## src/rtl/dual_switch_ctrl.sv

```systemverilog
module dual_switch_ctrl #(
  parameter int N_CH        = 2,
  parameter int SYNC_STAGES = 2
) (
  input  logic              clk,
  input  logic              rst_n,
  input  logic [N_CH-1:0]   hold_i,
  input  logic [2*N_CH-1:0] sel_i,
  input  logic              hot_i,
  input  logic              vdd_hi_i,
  input  logic              vdd_lo_i,
  output logic [N_CH-1:0]   sw_a_o,
  output logic [N_CH-1:0]   sw_b_o,
  output logic [N_CH-1:0]   sw_c_o
);
  localparam int SW = 2;

  logic [SYNC_STAGES-1:0] hot_sync, hi_sync, lo_sync;
  logic hot_s, hi_s, lo_s, lockout_q;

  always_ff @(posedge clk or negedge rst_n) begin
    if (!rst_n) begin
      hot_sync <= '0;
      hi_sync  <= '0;
      lo_sync  <= '0;
    end else begin
      hot_sync <= {hot_sync[SYNC_STAGES-2:0], hot_i};
      hi_sync  <= {hi_sync[SYNC_STAGES-2:0], vdd_hi_i};
      lo_sync  <= {lo_sync[SYNC_STAGES-2:0], vdd_lo_i};
    end
  end

  assign hot_s = hot_sync[SYNC_STAGES-1];
  assign hi_s  = hi_sync[SYNC_STAGES-1];
  assign lo_s  = lo_sync[SYNC_STAGES-1];

  // hysteresis: lower level trips, upper level releases
  always_ff @(posedge clk or negedge rst_n) begin
    if (!rst_n)     lockout_q <= 1'b1;
    else if (!lo_s) lockout_q <= 1'b1;
    else if (hi_s)  lockout_q <= 1'b0;
  end

  for (genvar ch = 0; ch < N_CH; ch++) begin : g_ch
    logic [SW-1:0] held_q, eff;
    logic rec_q, go, a_q, b_q, c_q;

    always_ff @(posedge clk or negedge rst_n) begin
      if (!rst_n) begin
        held_q <= '0;
        rec_q  <= 1'b0;
      end else if (lockout_q) begin
        held_q <= '0;
        rec_q  <= 1'b0;
      end else if (!hold_i[ch]) begin
        held_q <= sel_i[SW*ch +: SW];
        rec_q  <= 1'b1;
      end
    end

    assign eff = hold_i[ch] ? held_q : sel_i[SW*ch +: SW];
    assign go  = !lockout_q && !hot_s && (rec_q || !hold_i[ch]);

    always_ff @(posedge clk or negedge rst_n) begin
      if (!rst_n) begin
        a_q <= 1'b0;
        b_q <= 1'b0;
        c_q <= 1'b0;
      end else begin
        a_q <= go && eff[0];
        b_q <= go && eff[0];
        c_q <= go && eff[1];
      end
    end

    assign sw_a_o[ch] = a_q;
    assign sw_b_o[ch] = b_q;
    assign sw_c_o[ch] = c_q;

    assert_wait_reopen_R6: assert property (@(posedge clk) disable iff (!rst_n)
      (!rec_q && hold_i[ch]) |=> (!sw_a_o[ch] && !sw_b_o[ch] && !sw_c_o[ch]));
  end

  assert_hot_off_R4: assert property (@(posedge clk) disable iff (!rst_n)
    hot_s |=> (sw_a_o == '0 && sw_b_o == '0 && sw_c_o == '0));

  assert_lock_off_R5: assert property (@(posedge clk) disable iff (!rst_n)
    lockout_q |=> (sw_a_o == '0 && sw_b_o == '0 && sw_c_o == '0));

  assert_lock_keep_R7: assert property (@(posedge clk) disable iff (!rst_n)
    (lockout_q && !hi_s) |=> lockout_q);

  assert_lock_clear_R7: assert property (@(posedge clk) disable iff (!rst_n)
    (!lockout_q && lo_s) |=> !lockout_q);
endmodule

```

## config.mk

```make
export PLATFORM = sky130hd
export DESIGN_NAME = dual_switch_ctrl
export DESIGN_NICKNAME = d
export VERILOG_FILES = /design/src/rtl/dual_switch_ctrl.sv
export SDC_FILE = /design/constraint.sdc
export NUM_CORES = 1
export LEC_CHECK = 0
export BUFFER_PORTS_ARGS = -buffer_cell sky130_fd_sc_hd__buf_2
export CORE_UTILIZATION = 44
export DETAILED_ROUTE_END_ITERATION = 7
export PLACE_DENSITY = 0.69
export SLEW_MARGIN = 20
export SYNTH_ARGS = -nofsm -noshare
export SYNTH_HDL_FRONTEND = slang
export SYNTH_SLANG_ARGS = --single-unit
```

## constraint.sdc

```tcl
create_clock -name clk -period 1.3 [get_ports clk]
set_input_delay 0.195 -clock clk [delete_from_list [all_inputs] [get_ports clk]]
set_output_delay 0.195 -clock clk [all_outputs]
set_load 0.005 [all_outputs]
```

==> out/metrics.cfg <==
[grt]
grt_usage_pct = 15.2
grt_pass1_wl_um = 1440
grt_overflow = 0
antenna_found_initial = 0
grt_pass1_vias = 386
grt_max_degree = 18

[worst_setup_path]
rrSetupSlack_ns = 0.38
r2r_cells = 2
critPathSlowestCell = dfrtp_1
crit_chain = buf_2
end_kind = output port
cp-start-kind = flip-flop
r2r_start = lockout_q
cp_max_fo = 2
crit_buf_inv = 1
critPathKind = flip-flop to output port
path_depth = 1
arrival_ns = 0.79
reg2reg_to = g_ch[1].b_q
slowest_delay_ns = 0.38
cp_data_required_time_ns = 1.11
crit_family = flip-flops

[timing]
clock_skew_ns = 0.000783
fin_crit_sh_pct = 75.5
report.final.hold_viol_count = 0
tns_ns = 0
drv_slew = 0
rsz0062_at_grt = false
slew_headroom_pct = 76.6
final-setup-viol-count = 0
setup_slack_ns = 0.319
fmax_mhz = 1020
tightest_slew_ns = 0.351
finalCriticalPeriod_ns = 0.981

[placed_design]
gp_congestion = 0.671
dp.cells = 75
io_buffers = 16
place_ws_ns = 0.391

[route]
wirelength_um = 860
postRouteAntennaNets = 0
via_count = 408
first_pass_iters = 4
drt_iter0_markers = 7
post_drt_wl_per_cell_um = 10.4
viasPerCell = 4.92
drc = 0

[yosys]
synth-compound-area-share_pct = 11.3
synth.net_count = 61
synth_adder_area_share_pct = 0
synth_seq_cells = 17
avgSynthCellArea_um2 = 12.4
syn_area_um2 = 622
yosysSeqAreaShare_pct = 68.6
ys_warn_count = 0
synth_cell_type_count = 11
synth.mux.area_fraction_pct = 0
synth_top_family_by_area = compound AO/OA/AOI/OAI gates
synth-simple-area-share_pct = 11.1
syn_inst = 50
synth_xor_xnor_area_share_pct = 0

[layout]
final_net_count = 80
layout.area.seq_um2 = 427
n_antenna_cell = 0
finalNonFillerCells = 83
drive_gt1_share_pct = 38.2
num-fill-cells = 117
area_growth_syn_to_layout_pct = 19.9
multi_input_area_um2 = 139
fin_util_pct = 57.3

[clock_network]
cts-buffers-inserted = 3
cts_root_buffer = clkbuf_4
clkLatencyLatePin_ns = 0.28
htreeDepth = 1
cts_setup_buffers = 0
clkTransAtPathRegs_ns = 0.09
clockBufferDepth = 2
cts_tree = built
cts_sinks = 17

[worst_hold_path]
holdCritPathClass = input pin to flip-flop
worstHoldStart = hold_i[0]
hold_path_depth = 2
hold_path_end = g_ch[0].rec_q

[floorplan]
io_pins = 17
initial_core_util_pct = 47.8
rows = 13
fp.dieW_um = 39.6
die_area_um2 = 1570
fp.dieH_um = 39.6
coreArea_um2 = 1300

[status]
status = complete, no violations

[power]
power.total_mw = 0.908
p_leak_nw = 0.360
max-vdd-ir-drop_mv = 1.06
power_density_nw_per_um2 = 1220

[run]
drv_cap = 0

-- report_power, final --
part           internal, mW  leakage [nW]  switching (mW)  total (mW)
Combinational        0.0330         0.129          0.0335      0.0665
Clock                 0.117        0.0139           0.158       0.275
Sequential            0.554         0.216          0.0132       0.567
-- logic make-up after synthesis --
family | Yosys count
DFF | 17
and+or+nand+nor | 13
AOI/OAI and AO/OA | 11
buffers and inverters | 9
-- stage by stage --
| stage | instance area (um2) | hold WS, ns |
|---|---|---|
| after floorplan | 622 | -0.101 |
| after global placement | 676 | 0.122 |
| after detailed placement | 676 | 0.126 |
| after CTS | 746 | 0.132 |
| after global routing | 746 | 0.149 |
| final | 746 | 0.151 |
-- metal layers --
layer | routed length, um | GRT usage [%]
met1 | 343 | 14.0
met2 | 451 | 26.2
met3 | 49 | 8.52
met4 | 16 | 7.76
met5 | 0 | 0
-- final cells by class --
type                            count  share of cell area [%]
Clock buffer                        3                    3.02
Clock inverter                      1                    1.01
Inverter                            3                    1.51
Multi-Input combinational cell     24                    18.6
Sequential cell                    17                    57.2
Tap cell                           15                    2.52
Timing Repair Buffer               20                    16.1
-- registers in the layout (all words and copies together), names as in the netlist --
name         flops
lo_sync          2
g_ch.c_q         2
g_ch.rec_q       2
g_ch.b_q         2
hi_sync          2
hot_sync         2
g_ch.held_q      4
lockout_q        1
-- what timing repair did --
item / in CTS / in global routing
hold buffers: 4 / 0
endpoints found under the hold margin: 19 / 0
resized for setup: 0 / 0
-- placed cells by master (no fill, tap or decap) --
master | synthesis | layout
a21oi_2 | 4 | 4
nand2_1 | 4 | 4
dlygate4sd3_1 | 0 | 4
nand3_1 | 4 | 4
a21oi_1 | 6 | 6
o21ai_0 | 1 | 1
or2_4 | 1 | 1
nand2b_1 | 4 | 4
clkinvlp_4 | 0 | 1
inv_1 | 3 | 3
dfrtp_1 | 16 | 16
dfstp_2 | 1 | 1
buf_2 | 0 | 16
clkbuf_4 | 0 | 3
-- worst max path at each step --
stage	start	end	slack [ns]
finish	g_ch[1].b_q	sw_b_o[1]	0.32
global route	g_ch[1].b_q	sw_a_o[1]	0.26
CTS	g_ch[1].b_q	sw_a_o[1]	0.30
detailed placement	lockout_q	g_ch[1].b_q	0.39
global placement	lockout_q	g_ch[0].b_q	0.41
floorplan	lockout_q	g_ch[0].b_q	0.44
-- Yosys cell counts, drive strengths merged --
master / number / share of area (%)
a21oi: 10 / 10
nand2b: 4 / 4.0
dfstp: 1 / 4.2
nand2: 4 / 2.4
inv: 3 / 1.8
dfrtp: 16 / 64
o21ai: 1 / 0.80
nand3: 4 / 3.2
or2: 1 / 1.4
buf: 6 / 7.2
No activity file was read; power rests on OpenSTA's default activity.
